$ cat src/rtl/secded_pkg.sv
package secded_pkg;
  localparam int DATA_W = 64;
  localparam int CHK_W  = 8;
  localparam int WORD_W = DATA_W + CHK_W;
  localparam int POS_W  = $clog2(WORD_W);

  typedef struct packed {
    logic             corr;
    logic             uncorr;
    logic             flipData;
    logic             flipCheck;
    logic [POS_W-1:0] pos;
  } decStrobe_t;

  // Column value of each data bit in the parity-check matrix.
  function automatic logic [CHK_W-1:0] dataColumn(input int idx);
    logic [CHK_W-1:0] c;
    case (idx)
      0: c = 8'hF4;   1: c = 8'hF1;   2: c = 8'hEC;   3: c = 8'hEA;
      4: c = 8'hE9;   5: c = 8'hE6;   6: c = 8'hE5;   7: c = 8'hE3;
      8: c = 8'hDC;   9: c = 8'hDA;  10: c = 8'hD9;  11: c = 8'hD6;
     12: c = 8'hD5;  13: c = 8'hD3;  14: c = 8'hCE;  15: c = 8'hCB;
     16: c = 8'hB5;  17: c = 8'hB0;  18: c = 8'hAD;  19: c = 8'hAB;
     20: c = 8'hA8;  21: c = 8'hA7;  22: c = 8'hA4;  23: c = 8'hA2;
     24: c = 8'h9D;  25: c = 8'h9B;  26: c = 8'h98;  27: c = 8'h97;
     28: c = 8'h94;  29: c = 8'h92;  30: c = 8'h8F;  31: c = 8'h8A;
     32: c = 8'h75;  33: c = 8'h70;  34: c = 8'h6D;  35: c = 8'h6B;
     36: c = 8'h68;  37: c = 8'h67;  38: c = 8'h64;  39: c = 8'h62;
     40: c = 8'h5E;  41: c = 8'h5B;  42: c = 8'h58;  43: c = 8'h57;
     44: c = 8'h54;  45: c = 8'h52;  46: c = 8'h4F;  47: c = 8'h4A;
     48: c = 8'h34;  49: c = 8'h31;  50: c = 8'h2C;  51: c = 8'h2A;
     52: c = 8'h29;  53: c = 8'h26;  54: c = 8'h25;  55: c = 8'h23;
     56: c = 8'h1C;  57: c = 8'h1A;  58: c = 8'h19;  59: c = 8'h16;
     60: c = 8'h15;  61: c = 8'h13;  62: c = 8'h0E;  63: c = 8'h0B;
      default: c = '0;
    endcase
    return c;
  endfunction

  // Row mask: the data bits that feed check bit j.
  function automatic logic [DATA_W-1:0] rowMask(input int j);
    logic [DATA_W-1:0] m;
    logic [CHK_W-1:0]  col;
    m = '0;
    for (int i = 0; i < DATA_W; i++) begin
      col  = dataColumn(i);
      m[i] = col[j];
    end
    return m;
  endfunction
endpackage

$ cat src/rtl/secded_checkgen.sv
module secded_checkgen
  import secded_pkg::*;
#(
  parameter int DW = DATA_W,
  parameter int CW = CHK_W
) (
  input  logic [DW-1:0] dataIn,
  output logic [CW-1:0] checkOut
);
  for (genvar j = 0; j < CW; j++) begin : g_row
    localparam logic [DW-1:0] MASK = DW'(rowMask(j));
    assign checkOut[j] = ^(dataIn & MASK);
  end
endmodule

$ cat src/rtl/secded_ctrl.sv
module secded_ctrl
  import secded_pkg::*;
#(
  parameter int DW = DATA_W,
  parameter int CW = CHK_W,
  parameter int PW = POS_W
) (
  input  logic [CW-1:0] syndrome,
  output decStrobe_t    strobe
);
  logic [DW-1:0] dataHit;
  logic [CW-1:0] chkHit;

  for (genvar i = 0; i < DW; i++) begin : g_dataMatch
    localparam logic [CW-1:0] COL = CW'(dataColumn(i));
    assign dataHit[i] = (syndrome == COL);
  end

  for (genvar j = 0; j < CW; j++) begin : g_chkMatch
    assign chkHit[j] = (syndrome == CW'(1 << j));
  end

  always_comb begin
    strobe           = '0;
    strobe.flipData  = |dataHit;
    strobe.flipCheck = |chkHit;
    strobe.corr      = strobe.flipData | strobe.flipCheck;
    strobe.uncorr    = (syndrome != '0) && !strobe.corr;
    for (int i = 0; i < DW; i++) begin
      if (dataHit[i]) strobe.pos = PW'(i);
    end
    for (int j = 0; j < CW; j++) begin
      if (chkHit[j]) strobe.pos = PW'(DW + j);
    end
  end
endmodule

$ cat src/rtl/secded_datapath.sv
module secded_datapath
  import secded_pkg::*;
#(
  parameter int DW = DATA_W,
  parameter int CW = CHK_W
) (
  input  logic [DW-1:0]    encData,
  output logic [CW-1:0]    encCheck,
  input  logic [DW+CW-1:0] decWord,
  input  decStrobe_t       strobe,
  output logic [DW-1:0]    decData,
  output logic [CW-1:0]    syndrome
);
  logic [DW-1:0] rxData;
  logic [CW-1:0] rxCheck;
  logic [CW-1:0] reCheck;
  logic [DW-1:0] flipMask;

  assign rxData  = decWord[DW-1:0];
  assign rxCheck = decWord[DW+CW-1:DW];

  secded_checkgen #(.DW(DW), .CW(CW)) u_encGen (
    .dataIn  (encData),
    .checkOut(encCheck)
  );

  secded_checkgen #(.DW(DW), .CW(CW)) u_decGen (
    .dataIn  (rxData),
    .checkOut(reCheck)
  );

  assign syndrome = reCheck ^ rxCheck;

  always_comb begin
    flipMask = '0;
    if (strobe.flipData) flipMask[strobe.pos[$clog2(DW)-1:0]] = 1'b1;
    decData = rxData ^ flipMask;

    AST_ZERO_QUIET: assert (syndrome != '0 || (!strobe.corr && !strobe.uncorr))
      else $error("flag raised on zero syndrome");
    AST_SINGLE_FLIP: assert ($onehot0(flipMask))
      else $error("more than one data bit flipped");
    AST_CHECK_KEEPS_DATA: assert (!strobe.flipCheck || decData == rxData)
      else $error("data altered on check-bit error");
    AST_UE_PASSTHRU: assert (!strobe.uncorr || decData == rxData)
      else $error("data altered on uncorrectable error");
    AST_FLAGS_EXCL: assert (!(strobe.corr && strobe.uncorr))
      else $error("both flags high");
  end
endmodule

$ cat src/rtl/secded_codec.sv
module secded_codec
  import secded_pkg::*;
(
  input  logic [DATA_W-1:0] encData,
  output logic [CHK_W-1:0]  encCheck,
  input  logic [WORD_W-1:0] decWord,
  output logic [DATA_W-1:0] decData,
  output logic [CHK_W-1:0]  decSyndrome,
  output logic              decCorrectable,
  output logic              decUncorrectable,
  output logic [POS_W-1:0]  errPos,
  output logic              errInCheck
);
  decStrobe_t strobe;

  secded_datapath u_dp (
    .encData (encData),
    .encCheck(encCheck),
    .decWord (decWord),
    .strobe  (strobe),
    .decData (decData),
    .syndrome(decSyndrome)
  );

  secded_ctrl u_ctrl (
    .syndrome(decSyndrome),
    .strobe  (strobe)
  );

  assign decCorrectable   = strobe.corr;
  assign decUncorrectable = strobe.uncorr;
  assign errPos           = strobe.pos;
  assign errInCheck       = strobe.flipCheck;
endmodule

$ cat config.mk
export PLATFORM = sky130hd
export DESIGN_NAME = secded_codec
export DESIGN_NICKNAME = d
export VERILOG_FILES = /design/src/rtl/secded_pkg.sv /design/src/rtl/secded_checkgen.sv /design/src/rtl/secded_ctrl.sv /design/src/rtl/secded_datapath.sv /design/src/rtl/secded_codec.sv
export SDC_FILE = /design/constraint.sdc
export NUM_CORES = 1
export LEC_CHECK = 0
export BUFFER_PORTS_ARGS = -buffer_cell sky130_fd_sc_hd__buf_2
export CAP_MARGIN = 20
export CORE_MARGIN = 2
export CORE_UTILIZATION = 55
export DETAILED_ROUTE_END_ITERATION = 10
export GPL_TIMING_DRIVEN = 0
export PLACE_DENSITY = 0.95
export SLEW_MARGIN = 20
export SYNTH_ARGS = -nofsm -noshare
export SYNTH_HDL_FRONTEND = slang
export SYNTH_HIERARCHICAL = 1
export SYNTH_SLANG_ARGS = --single-unit
$ cat constraint.sdc
create_clock -name vclk -period 7.5
set_input_delay 1.125 -clock vclk [all_inputs]
set_output_delay 1.125 -clock vclk [all_outputs]
set_load 0.02 [all_outputs]
==> summary.txt, run 1 <==
Status
  – Status: complete, no violations

Floorplan
  – DIE HEIGHT: 104.6 um
  – Die Footprint: 10930 um^2
  – Core Footprint: 9774 um^2
  – Rows: 36
  – Die X: ~100 um
  – Num ports: 226
  – Starting Density: 56.91%

Detailed routing
  – Via/cell ratio: 5.743
  – Post-DR wirelength/cell: between 15 and 20 um
  – Vias: 5789
  – DR pass1 iterations: 5
  – Routed Antenna Nets: 0
  – Remaining DRCs: 0
  – Final wirelength: 20130 um
  – Detailed Route Iter0 Violations: 530

Finish
  – Ant diodes: 0
  – Nets: 1013
  – Seq Cell Count: 0
  – P&R area growth vs syn: 23.39%
  – Most frequent cells in the layout: buf_2, xnor2_1, xor2_1
  – FILL cells: 818
  – End-of-flow core utilization: between 70% and 80%
  – Ratio of cells with drive above 1 in the final layout: 34.97%
  – Final non-filler cell total: 1008
  – Most common cell after layout, fill and taps aside: buf_2
  – Multi-input gate area: 5236 um^2
  – Seq. cell area: 0 um^2
  – Clock buffer count: 0

Placed design
  – Port bufs: 226
  – Placed Instances: 1008
  – DP Wirelength: 16750 um
  – Global placement routability congestion: 1.006

GRT
  – First-pass GRT wire length: 30810 um
  – Gr ovfl total: 0
  – Initial antenna violation count: 0
  – All-Layer GR Usage: between 30% and 40%
  – Vias in the first global route: between 5k and 6k
  – Largest net degree at the start of global routing: 11

Critical path
  – Worst EP arrival: about 6200 ps
  – CP required: ~6400 ps
  – Worst Setup End Kind: output pin
  – CP Max Fanout: 8
  – Startpoint types: input pin
  – Crit Path Category: input pin to output pin

STA
  – Final Setup Violations: 0
  – Min Tclk post-route: 7278 ps
  – RSZ-0062 raised after global routing: false
  – Tcrit/Tclk final: 97.04%
  – Slew HR: ~49%
  – Final Hold Viols: 0
  – Worst Tran Pin Value: between 700 and 800 ps
  – Slew Limit Fails: 0
  – Fmax: 137.4 MHz
  – Min Hold Slack: 2565 ps
  – Setup TNS: 0 ps

Synth
  – Register area share after synthesis: 0%
  – Yosys top cell area share: 34.64%
  – Synth top area cells: xnor2_1, xor2_1, xnor3_1
  – Synth warnings: 6
  – Avg Cell Area, Syn: 8.571 um^2
  – Yosys top cell by area: xnor2_1
  – Cell count after synthesis: approximately 650
  – Unique masters post-synth: 88
  – Net Count, Synth: 785
  – Cell Area, Synth: 5563 um^2

Min path
  – Worst hold path type: input pin to output pin

CTS
  – Setup bufs post-CTS: 0
  – Post-CTS Resized: 0
  – Post-CTS Hold Buffers: 0

Flow run
  – Maxcap violations: 0
## routing by layer
metal  wire length (um)  up-vias  track usage (%)  share of wire [%]
li1                   -     2668                -                  -
met1               7454     2659            43.03                 37
met2              10010      394            63.40                 50
met3               1784       68            3.182                8.9
met4                883        0            12.67                4.4
met5                  0        -                0                  0
## path summary, 6_finish.rpt
path | depth (start not counted) | startpoint | slack, ps | to
max | 16 | decWord[43] | 220 | decData[27]
min | 3 | decWord[45] | 2560 | decData[45]
## area by class of cell
cell class | count | share of cell area [%]
Buffer | 37 | 4.594
Inverter | 4 | 0.2187
Multi-Input combinational cell | 608 | 76.29
Tap cell | 133 | 2.424
Timing Repair Buffer | 226 | 16.48
## cell usage after synthesis (4+ instances only)
master    count
xnor3_1      16
o21ai_0      11
or4_1         4
xor3_1        4
nor4bb_1      4
nor4b_1       6
xor2_1       90
nor3_1        5
nand2_1      40
xnor2_1     220
nand3b_1      8
buf_4         9
a21oi_1       7
nand3_1      13
buf_6        15
nand4_1       4
xnor2_2       7
nor2_1       44
a22oi_1       5
nand4b_1      4
buf_2        11
a211oi_1      4
nand2b_1      5
nor2b_1       8
## worst max-delay path: stages
cell and delay, ps:
buf_2 130, xnor3_2 490, xor3_2 470, xnor2_2 170, xnor2_1 150, xnor2_1 280
xor2_1 360, nor2b_2 450, a22oi_1 160, a2111oi_1 600, o31a_1 230, or4_1 350
nand4b_1 500, nor2_1 300, xor2_1 180, buf_2 190
## stage by stage
step | instance area, um^2 | setup slack, ps
after floorplan | 5563 | 942.9
after global placement | 6860 | 148.3
after detailed placement | 6860 | 55.03
after CTS | 6860 | 63.13
after global routing | 6864 | 69.29
final | 6864 | 221.9
## cell families after synthesis
family          Yosys count  share of synthesized area [%]
compound gates           69                          9.425
simple gates            194                          22.38
xor+xnor                344                          62.08
buf+inv                  41                          5.938
mux                       1                         0.1799
Power of run 1 is not shown: default switching activity piles up to over one toggle a cycle in this logic, so the estimate is an artifact.
==> run 2, diff against run 1 <==
--- a/config.mk
+++ b/config.mk
@@ -12,6 +12,7 @@
 export DETAILED_ROUTE_END_ITERATION = 10
 export GPL_TIMING_DRIVEN = 0
 export PLACE_DENSITY = 0.95
+export REMOVE_ABC_BUFFERS = 1
 export SLEW_MARGIN = 20
 export SYNTH_ARGS = -nofsm -noshare
 export SYNTH_HDL_FRONTEND = slang
==> run 2 against run 1 <==
Against the previous run:
- global-route usage decreased by 1.3 points
- largest cell class unchanged
- sequential cell count is the same
- critical endpoint is now decData[32]
- count of clock-buffer cells in the layout unchanged
- die area unchanged
- via count grew 3.9%
- wire length decreased by 1.3%
- sequential share of layout area unchanged
- worst hold slack improved by 1.4 ps
==> summary.txt, run 2 (synthesis gave the netlist of run 1 again) <==
Status
  – Status: complete, no violations

Critical path
  – Slowest CP cell: xnor3_1
  – CP required: 6380 ps (about the same)
  – Worst Setup End Kind: output pin
  – Sequence of cells on the critical path: buf_2, xor2_1, xnor2_1, xnor2_1, xnor3_1, xnor2_2, xor2_4, xor2_2, a32oi_1, nor3_1, or4_1, a221o_2, nor4b_4, nand2_1, xnor2_1, buf_2
  – Startpoint types: input pin
  – Peak per-stage delay on the critical path: 590 ps (about the same)
  – Critical path's top delay family: XOR/XNOR gates
  – Crit path buffers/inverters: 2 (unchanged)
  – CP Max Fanout: 17 (+9)
  – Worst EP arrival: 6210 ps (+60 ps)
  – Cell mode on critical path: xnor2_1
  – Crit Path Category: input pin to output pin

Floorplan
  – Rows: 36 (unchanged)
  – DIE HEIGHT: 104.6 um (unchanged)
  – Core Footprint: 9774 um^2 (unchanged)
  – Num ports: 226 (unchanged)
  – Die X: 104.6 um (unchanged)
  – Starting Density: 56.91% (unchanged)
  – Die Footprint: 10930 um^2 (unchanged)

Placed design
  – Placed Instances: 976 (-3.2%)
  – Global placement routability congestion: 0.9704 (-3.5%)
  – Port bufs: 226 (unchanged)
  – DP Wirelength: 15820 um (-5.6%)

STA
  – Worst Tran Pin Value: 770.8 ps (+17.01 ps)
  – Slew HR: 48.57% (-0.71 points)
  – Tcrit/Tclk final: 97.77% (+0.73 points)
  – Fmax: 136.4 MHz (-0.75%)
  – RSZ-0062 raised after global routing: false
  – Min Tclk post-route: 7333 ps (+55.01 ps)
  – Slew Limit Fails: 0 (unchanged)
  – Final Hold Viols: 0 (unchanged)
  – Final Setup Violations: 0 (unchanged)
  – Min Hold Slack: 2566 ps (+1.390 ps)
  – Setup TNS: 0 ps (unchanged)

GRT
  – Vias in the first global route: 5697 (-2.6%)
  – Initial antenna violation count: 0 (unchanged)
  – Gr ovfl total: 0 (unchanged)
  – First-pass GRT wire length: 29970 um (-2.7%)
  – All-Layer GR Usage: 33.74% (-1.3 points)
  – Largest net degree at the start of global routing: 32 (+21)

Finish
  – Most common cell after layout, fill and taps aside: buf_2
  – Nets: 1006 (-0.69%)
  – Seq. cell area: 0 um^2 (unchanged)
  – P&R area growth vs syn: 27.42%
  – Seq Cell Count: 0 (unchanged)
  – Clock buffer count: 0 (unchanged)
  – Most frequent cells in the layout: buf_2, xnor2_1, xor2_1
  – End-of-flow core utilization: 72.52% (+2.3 points)
  – Final non-filler cell total: 1002 (-0.60%)
  – Ratio of cells with drive above 1 in the final layout: 36.41% (+1.4 points)

Detailed routing
  – Final wirelength: 19870 um (-1.3%)
  – DR pass1 iterations: 6 (+1)
  – Vias: 6017 (+3.9%)
  – Routed Antenna Nets: 0 (unchanged)
  – Detailed Route Iter0 Violations: 628 (+18%)
  – Post-DR wirelength/cell: 19.83 um (-0.70%)
  – Via/cell ratio: 6.005 (+4.6%)
  – Remaining DRCs: 0 (unchanged)

CTS
  – Post-CTS Hold Buffers: 0 (unchanged)

Min path
  – Worst hold path type: input pin to output pin

Flow run
  – Maxcap violations: 0 (unchanged)
run 2: path summary, 6_finish.rpt:
path,cells past startpoint,to,start
setup / recovery,16,decData[32],decWord[0]
hold / removal,3,decData[22],decWord[22]
run 2: final cells by class:
type | instances | area [um^2]
Fill cell | 666 | 2686
Timing Repair Buffer | 253 | 1434
Multi-Input combinational cell | 611 | 5470
Antenna cell | 1 | 2.502
Tap cell | 133 | 166.4
Inverter | 4 | 15.01
run 2: repair_timing:
item / in CTS / in global routing
cloned: 2 / 1
pin swaps: 2 / 5
hold endpoints to repair: 0 / 0
gates resized for setup: 4 / 5
setup endpoints to repair: 45 / 54
setup buffers: 0 / 22
run 2: layer usage:
metal,routed length (um),global-route usage [%],vias up
li1,-,-,2661
met1,7006,42.02,2751
met2,9598,58.59,480
met3,2189,4.492,125
met4,1073,13.81,0
met5,0,0,-
run 2: metrics by stage:
stage                     instance area [um^2]  worst slack, ps
after floorplan                           5248           -617.4
after global placement                    6545            -1662
after detailed placement                  6820           -330.8
after CTS                                 6870            12.15
after global routing                      7086            9.423
final                                     7088            166.9
Power of run 2 is left out for the same reason.
